--- src/rtl/can_ctl_pkg.sv ---
package can_ctl_pkg;
  localparam int unsigned NUM_FLAGS = 7;
  localparam int unsigned REG_W     = 16;
  localparam int unsigned SET_LSB   = 8;

  typedef enum logic [1:0] {
    LVL_OK   = 2'b00,
    LVL_WARN = 2'b01,
    LVL_RSVD = 2'b10,
    LVL_HIGH = 2'b11
  } err_lvl_e;

  typedef struct packed {
    err_lvl_e tx_lvl;
    err_lvl_e rx_lvl;
    logic     bus_off;
    logic     tx_act;
    logic     rx_act;
    logic     init_act;
  } stat_t;

  // init flag set, all others clear
  localparam logic [NUM_FLAGS-1:0] FLAG_RST = 7'b000_0001;
endpackage

--- src/rtl/can_err_lvl_enc.sv ---
module can_err_lvl_enc
  import can_ctl_pkg::*;
#(
  parameter int unsigned CNT_W    = 8,
  parameter int unsigned WARN_LVL = 96,
  parameter int unsigned HIGH_LVL = 128
) (
  input  logic [CNT_W-1:0] cnt_i,
  output err_lvl_e         lvl_o
);
  localparam logic [CNT_W:0] WARN_C = (CNT_W+1)'(WARN_LVL);
  localparam logic [CNT_W:0] HIGH_C = (CNT_W+1)'(HIGH_LVL);

  logic [CNT_W:0] cnt_ext;
  assign cnt_ext = {1'b0, cnt_i};

  always_comb begin
    if (cnt_ext >= HIGH_C)      lvl_o = LVL_HIGH;
    else if (cnt_ext >= WARN_C) lvl_o = LVL_WARN;
    else                        lvl_o = LVL_OK;
  end
endmodule

--- src/rtl/can_flag_bit.sv ---
module can_flag_bit #(
  parameter logic RST_VAL = 1'b0
) (
  input  logic clk_i,
  input  logic rst_ni,
  input  logic we_i,
  input  logic set_i,
  input  logic clr_i,
  output logic q_o
);
  always_ff @(posedge clk_i or negedge rst_ni) begin
    if (!rst_ni) q_o <= RST_VAL;
    else if (we_i && (set_i != clr_i)) q_o <= set_i;
  end

  assert_set_R2: assert property (@(posedge clk_i) disable iff (!rst_ni)
    (we_i && set_i && !clr_i) |=> q_o);
  assert_clr_R3: assert property (@(posedge clk_i) disable iff (!rst_ni)
    (we_i && clr_i && !set_i) |=> !q_o);
  assert_hold_R4: assert property (@(posedge clk_i) disable iff (!rst_ni)
    (we_i && (set_i == clr_i)) |=> $stable(q_o));
  assert_no_wr_R5: assert property (@(posedge clk_i) disable iff (!rst_ni)
    !we_i |=> $stable(q_o));
endmodule

--- src/rtl/can_stat_cap.sv ---
module can_stat_cap
  import can_ctl_pkg::*;
#(
  parameter int unsigned CNT_W    = 8,
  parameter int unsigned WARN_LVL = 96,
  parameter int unsigned HIGH_LVL = 128
) (
  input  logic             clk_i,
  input  logic             rst_ni,
  input  logic [CNT_W-1:0] tx_cnt_i,
  input  logic [CNT_W-1:0] rx_cnt_i,
  input  logic             bus_off_i,
  input  logic             tx_act_i,
  input  logic             rx_act_i,
  input  logic             init_act_i,
  output stat_t            stat_o
);
  localparam stat_t STAT_RST = '{tx_lvl: LVL_OK, rx_lvl: LVL_OK, bus_off: 1'b0,
                                 tx_act: 1'b0, rx_act: 1'b0, init_act: 1'b1};

  err_lvl_e lvl [2];
  logic [CNT_W-1:0] cnt [2];
  assign cnt[0] = tx_cnt_i;
  assign cnt[1] = rx_cnt_i;

  for (genvar i = 0; i < 2; i++) begin : g_enc
    can_err_lvl_enc #(
      .CNT_W(CNT_W), .WARN_LVL(WARN_LVL), .HIGH_LVL(HIGH_LVL)
    ) u_enc (
      .cnt_i(cnt[i]),
      .lvl_o(lvl[i])
    );
  end

  always_ff @(posedge clk_i or negedge rst_ni) begin
    if (!rst_ni) stat_o <= STAT_RST;
    else stat_o <= '{tx_lvl: lvl[0], rx_lvl: lvl[1], bus_off: bus_off_i,
                     tx_act: tx_act_i, rx_act: rx_act_i, init_act: init_act_i};
  end

  assert_no_rsvd_R6: assert property (@(posedge clk_i) disable iff (!rst_ni)
    (stat_o.tx_lvl != LVL_RSVD) && (stat_o.rx_lvl != LVL_RSVD));
  assert_busoff_lag_R7: assert property (@(posedge clk_i) disable iff (!rst_ni)
    bus_off_i |=> stat_o.bus_off);
  assert_init_lag_R7: assert property (@(posedge clk_i) disable iff (!rst_ni)
    !init_act_i |=> !stat_o.init_act);
endmodule

--- src/rtl/can_ctl_reg.sv ---
module can_ctl_reg
  import can_ctl_pkg::*;
#(
  parameter int unsigned CNT_W    = 8,
  parameter int unsigned WARN_LVL = 96,
  parameter int unsigned HIGH_LVL = 128
) (
  input  logic                 clk_i,
  input  logic                 rst_ni,
  input  logic                 wr_en_i,
  input  logic                 wr_full_i,
  input  logic [REG_W-1:0]     wr_data_i,
  input  logic                 rd_full_i,
  input  logic                 rd_hi_i,
  output logic [REG_W-1:0]     rd_data_o,
  input  logic [CNT_W-1:0]     tx_err_cnt_i,
  input  logic [CNT_W-1:0]     rx_err_cnt_i,
  input  logic                 bus_off_i,
  input  logic                 tx_act_i,
  input  logic                 rx_act_i,
  input  logic                 init_act_i,
  output logic [NUM_FLAGS-1:0] ctrl_o
);
  localparam int unsigned BYTE_W = REG_W / 2;

  logic                 wr_ok;
  logic [NUM_FLAGS-1:0] flags;
  stat_t                stat;
  logic [REG_W-1:0]     word;

  assign wr_ok = wr_en_i && wr_full_i;

  for (genvar k = 0; k < NUM_FLAGS; k++) begin : g_flag
    can_flag_bit #(.RST_VAL(FLAG_RST[k])) u_flag (
      .clk_i (clk_i),
      .rst_ni(rst_ni),
      .we_i  (wr_ok),
      .set_i (wr_data_i[SET_LSB+k]),
      .clr_i (wr_data_i[k]),
      .q_o   (flags[k])
    );
  end

  can_stat_cap #(
    .CNT_W(CNT_W), .WARN_LVL(WARN_LVL), .HIGH_LVL(HIGH_LVL)
  ) u_stat (
    .clk_i     (clk_i),
    .rst_ni    (rst_ni),
    .tx_cnt_i  (tx_err_cnt_i),
    .rx_cnt_i  (rx_err_cnt_i),
    .bus_off_i (bus_off_i),
    .tx_act_i  (tx_act_i),
    .rx_act_i  (rx_act_i),
    .init_act_i(init_act_i),
    .stat_o    (stat)
  );

  assign word   = {stat, 1'b0, flags};
  assign ctrl_o = flags;

  always_comb begin
    if (rd_full_i)    rd_data_o = word;
    else if (rd_hi_i) rd_data_o = {{BYTE_W{1'b0}}, word[REG_W-1:BYTE_W]};
    else              rd_data_o = {{BYTE_W{1'b0}}, word[BYTE_W-1:0]};
  end

  assert_narrow_wr_R5: assert property (@(posedge clk_i) disable iff (!rst_ni)
    (wr_en_i && !wr_full_i) |=> $stable(ctrl_o));
  assert_bit7_zero_R8: assert property (@(posedge clk_i) disable iff (!rst_ni)
    rd_full_i |-> !rd_data_o[7]);
  assert_byte_upper_R9: assert property (@(posedge clk_i) disable iff (!rst_ni)
    !rd_full_i |-> (rd_data_o[REG_W-1:BYTE_W] == '0));
endmodule

--- config.mk ---
export PLATFORM = sky130hd
export DESIGN_NAME = can_ctl_reg
export DESIGN_NICKNAME = d
export VERILOG_FILES = /design/src/rtl/can_ctl_pkg.sv /design/src/rtl/can_err_lvl_enc.sv /design/src/rtl/can_flag_bit.sv /design/src/rtl/can_stat_cap.sv /design/src/rtl/can_ctl_reg.sv
export SDC_FILE = /design/constraint.sdc
export NUM_CORES = 1
export LEC_CHECK = 0
export BUFFER_PORTS_ARGS = -buffer_cell sky130_fd_sc_hd__buf_2
export CORE_MARGIN = 4
export CORE_UTILIZATION = 37
export CTS_BUF_LIST = sky130_fd_sc_hd__clkbuf_4
export CTS_CLUSTER_DIAMETER = 120
export CTS_CLUSTER_SIZE = 12
export DETAILED_ROUTE_END_ITERATION = 6
export GPL_TIMING_DRIVEN = 1
export PLACE_DENSITY = 0.78
export SLEW_MARGIN = 10
export SYNTH_ARGS = -nofsm -noshare
export SYNTH_HDL_FRONTEND = slang
export SYNTH_SLANG_ARGS = --single-unit
--- constraint.sdc ---
create_clock -name clk_i -period 1 [get_ports clk_i]
set_clock_uncertainty 0.15 [all_clocks]
set_input_delay 0 -clock clk_i [delete_from_list [all_inputs] [get_ports clk_i]]
set_output_delay 0 -clock clk_i [all_outputs]
set_load 0.03 [all_outputs]
**After elaboration in Yosys (flattened, before gate mapping)**

Cells that the tools add are included.

- Order comparisons: 4
- Equal/unequal tests: 7
- Reductions and logical operators: 8
- Multiplexer cells: 6

Operators by type and width:

| operator | number |
|---|---|
| 8-bit by 7-bit >= comparator with 1-bit output, second input constant | 2 |
| 8-bit >= comparator, second input constant | 2 |
| 16-bit 2-to-1 mux | 1 |
| 1-bit logical AND | 8 |
| 8-bit 2-to-1 mux | 1 |
| 1-bit inequality test | 7 |
| 2-bit 2-to-1 mux | 2 |
| 1-bit 2-to-1 mux | 2 |

- Bits in registers: 15
- Word-level logic and storage cells: 38
- Output and inout port bits: 23

**Logic depth before layout (Yosys ltp)**

- Depth after elaboration: 3
- Gate-level depth with buffers: 3
- Mapped depth without buffers: 2

**Cells and area by module**

A second synthesis with hierarchy kept.

- Cell total of the unflattened synthesis: 60
- Area, all modules: 744.5 µm²

Modules (own cells, without submodules):

| module | instances | cells an instance | sequential area each (µm²) | area each (µm²) |
|---|---|---|---|---|
| can_flag_bit (g_flag[1].u_flag ...) | 6 | 4 | 25.0 | 45.0 |
| can_ctl_reg | 1 | 20 | 0.0 | 203.9 |
| can_stat_cap | 1 | 8 | 201.4 | 201.4 |
| can_flag_bit (g_flag[0].u_flag) | 1 | 4 | 26.3 | 46.3 |
| can_err_lvl_enc | 2 | 2 | 0.0 | 11.3 |

**Worst setup path after synthesis**

Ideal clock, no wire load.

- Kind: reg2reg
- Start point: reg, netlist name g_flag[0].u_flag.q_o
- End point: reg g_flag[0].u_flag.q_o
- Cell stages (with the launch flop): 3
- Data required time: 0.761 ns
- Data arrival time: 0.753 ns
- Path slack: 0.008 ns
- Setup time: 0.089 ns
- Path through: dfstp_2 nor2_1 a211oi_1

RTL lines:

| item | line | text |
|---|---|---|
| end signal, assigned | can_flag_bit.sv:13 | `else if (we_i && (set_i != clr_i)) q_o <= set_i;` |
| end, declared | can_flag_bit.sv:9 | `output logic q_o` |

**Worst setup path after layout**

- Start point: reg g_flag[6].u_flag.q_o
- End point: out rd_data_o[6]

- Word-level cells in the longest chain between the ends: 2

RTL lines:

| item | line | text |
|---|---|---|
| start, declared | can_flag_bit.sv:9 |  |
| start signal, assigned | can_flag_bit.sv:13 |  |
| 8-bit 2-to-1 mux | can_ctl_reg.sv:63 | `else if (rd_hi_i) rd_data_o = {{BYTE_W{1'b0}}, word[REG_W-1:BYTE_W]};` |
| 16-bit 2-to-1 mux * | can_ctl_reg.sv:62 | `if (rd_full_i) rd_data_o = word;` |
| end, declared | can_ctl_reg.sv:15 | `output logic [REG_W-1:0] rd_data_o,` |

Every way passes the cells marked *; elsewhere a longest branch is shown, timed or not.

==> results.md <==
- Min Tclk post-route: 1.27 ns
- GRT Residual Overflow: 0
- Largest cells by area after synthesis: dfrtp_1, mux2_4, and4b_1
- Worst Hold Class: input port to flip-flop
- Post-synthesis register bit count: 15
- I/O Pins: 65
- Synthesis Warnings: 0
- IO buf count: 52
- RSZ-0062 raised after global routing: yes
- Final hold slack: -0.0675 ns
- Core Area: 2250 sq um
- DR WL met2: 1870 um
- Die Y: 57 um
- Setup crit start: g_flag[6].u_flag.q_o
- Clk_lat worst skew: 0.29 ns
- Syn Inst Count: 82
- Dpl ws: -0.0321 ns
- Layout cells sized above 1: 59.5%
- Final hold violation count: 7
- Clk slew on worst S/H paths: 0.09 ns
- Worst Path Max Fanout: 2
- Area Growth Syn to Fin: 91.4%
- Hpwl dp: 1610 um
- Most frequent cells in the layout: buf_6, buf_2, dlygate4sd3_1
- Root Buffer: clkbuf_4
- Pwr Total: 1.80 mW
- Commonest non-fill, non-tap cell in the layout: buf_6
- Failing checks: negative hold slack, negative setup slack
- Number of global-route vias before repair: 1056
- Max Slew Vio Count: 0
- Nets: 206
- Maxcap violations: 0
- Met1 wire length: 1100 um
- Post-route DRC: 0
- Critical R2R Launch: g_flag[0].u_flag.q_o
- CP Launch Type: flip-flop
- DR vias: 953
- CP required: 0.85 ns
- Fmax: 789 MHz
- Final WL: 3290 um
- Full die area: 3250 sq um
- CTS Buffer Depth: 2
- Initial antenna violation count: 1
- Outcome: finished, violations left
- First-pass GRT wire length: 4970 um
- Initial Util: 39.4%
- Count of clock tree sinks: 15
- Share of the synthesized area in the top cell type: 36.6%
- Post-route ant nets: 0
- Worst hold stages: 3
- Slew @ Worst Pin: 0.333 ns
- Largest net degree at the start of global routing: 16
- Initial drt markers: 26
- Total CTS buffers: 3
- Sequential share of the synthesized area: 42.5%
- Met3 WL: 187 um
- Post-synth design cell area: 888 sq um
- Synth cell types: 15
- Setup slack, reg-to-reg: -0.14 ns
- Hold_buf cts: 25
- Hold Crit Endpoint: g_flag[3].u_flag.q_o
- Final Cell Area: 1700 sq um
- Top sig layer: met4
- CP Class: flip-flop to output port
- Maximum vdd drop: 0.679 mV
- Worst r2r dst: g_flag[0].u_flag.q_o
- Slew HR: 77.8%
- FF-to-FF path depth: 3
- Drt via density: 4.96
- Hold Path Origin: wr_en_i
- Cell Area, Placed: 1110 sq um
- GRT Util Overall: 20.6%
- Drt wl/cell: 17.1 um
- Die width: 57 um
- Tcrit/Tclk final: 127%
- Critical Path Sink Type: output port
- CP arrival: 1.12 ns
- Final Core Density: 75.4%
- Pwr/cell area: 1060 nW/um^2
- FP Rows: 17
- Placer Congestion: 0.764
- Leak: 0.850 nW
- Final setup vio count: 27
- H-tree Lvls: 1
- Synth Area per Inst: 10.8 sq um
- Dominant cell type by area after synthesis: dfrtp_1
- Syn_nets: 124
- Final WS setup: -0.267 ns
- Detailed Routing Iterations Pass 1: 4
- CTS tree: built
## through the flow
stage	cells	TNS [ns]
after floorplan	82	0
after global placement	151	-0.00587
after detailed placement	151	-0.0322
after CTS	190	-3.47
after global routing	192	-5.16
final	192	-4.14
## logic make-up after synthesis
kind of cell / count (synthesis) / synth area share [%]
and+or+nand+nor: 31 / 25.5
buffers and inverters: 20 / 12.5
DFF: 15 / 42.5
AOI/OAI and AO/OA: 9 / 7.61
muxes: 7 / 11.8
## registers in the layout, summed over array words and instances (netlist names)
register           count
g_flag.u_flag.q_o      7
u_stat.stat_o          8
## Yosys cell counts, drive strengths merged
| cell | instances |
|---|---|
| a21o | 2 |
| clkbuf | 2 |
| nand2b | 1 |
| mux2 | 7 |
| a211oi | 7 |
| dfstp | 2 |
| nand3b | 7 |
| inv | 8 |
| nor2 | 8 |
| buf | 10 |
| and4b | 7 |
| and2 | 8 |
| dfrtp | 13 |
## per-layer routing
| metal | track usage (%) | vias up |
|---|---|---|
| met3 | 3.17 | 10 |
| met5 | 0 | - |
| met4 | 17.2 | 0 |
| met1 | 20.4 | 457 |
| met2 | 37.2 | 50 |
| li1 | - | 436 |
## layout make-up
class	count	area (sq um)
timing repair buffer	89	778
fill	146	554
multi-input combinational	47	447
sequential	15	378
tap	28	35.0
clock buffer	4	30.0
inverter	8	30.0
antenna	1	2.50
## power by group
group | internal [mW] | switching, mW
clock network | 0.182 | 0.201
logic | 0.398 | 0.344
registers | 0.649 | 0.0291
total | 1.23 | 0.575
## worst max path at each step
| stage | end | slack, ns | depth (start not counted) |
|---|---|---|---|
| finish | rd_data_o[6] | -0.27 | 2 |
| global route | rd_data_o[3] | -0.31 | 2 |
| CTS | rd_data_o[0] | -0.25 | 2 |
| detailed placement | g_flag[0].u_flag.q_o | -0.03 | 2 |
| global placement | g_flag[0].u_flag.q_o | -0.006 | 2 |
| floorplan | g_flag[0].u_flag.q_o | 0.008 | 2 |
## repair_timing
item	4_1_cts	5_1_grt
hold endpoints to repair	30	7
buffers inserted	10	4
pin swaps	14	4
setup endpoints to repair	24	29
resized for setup	64	13
## worst max-delay path, stage by stage, from the launching register on
cell and delay (ns):
dfrtp_1 0.41, mux2_4 0.28, buf_6 0.14
Power figures use the tool's default switching activity.
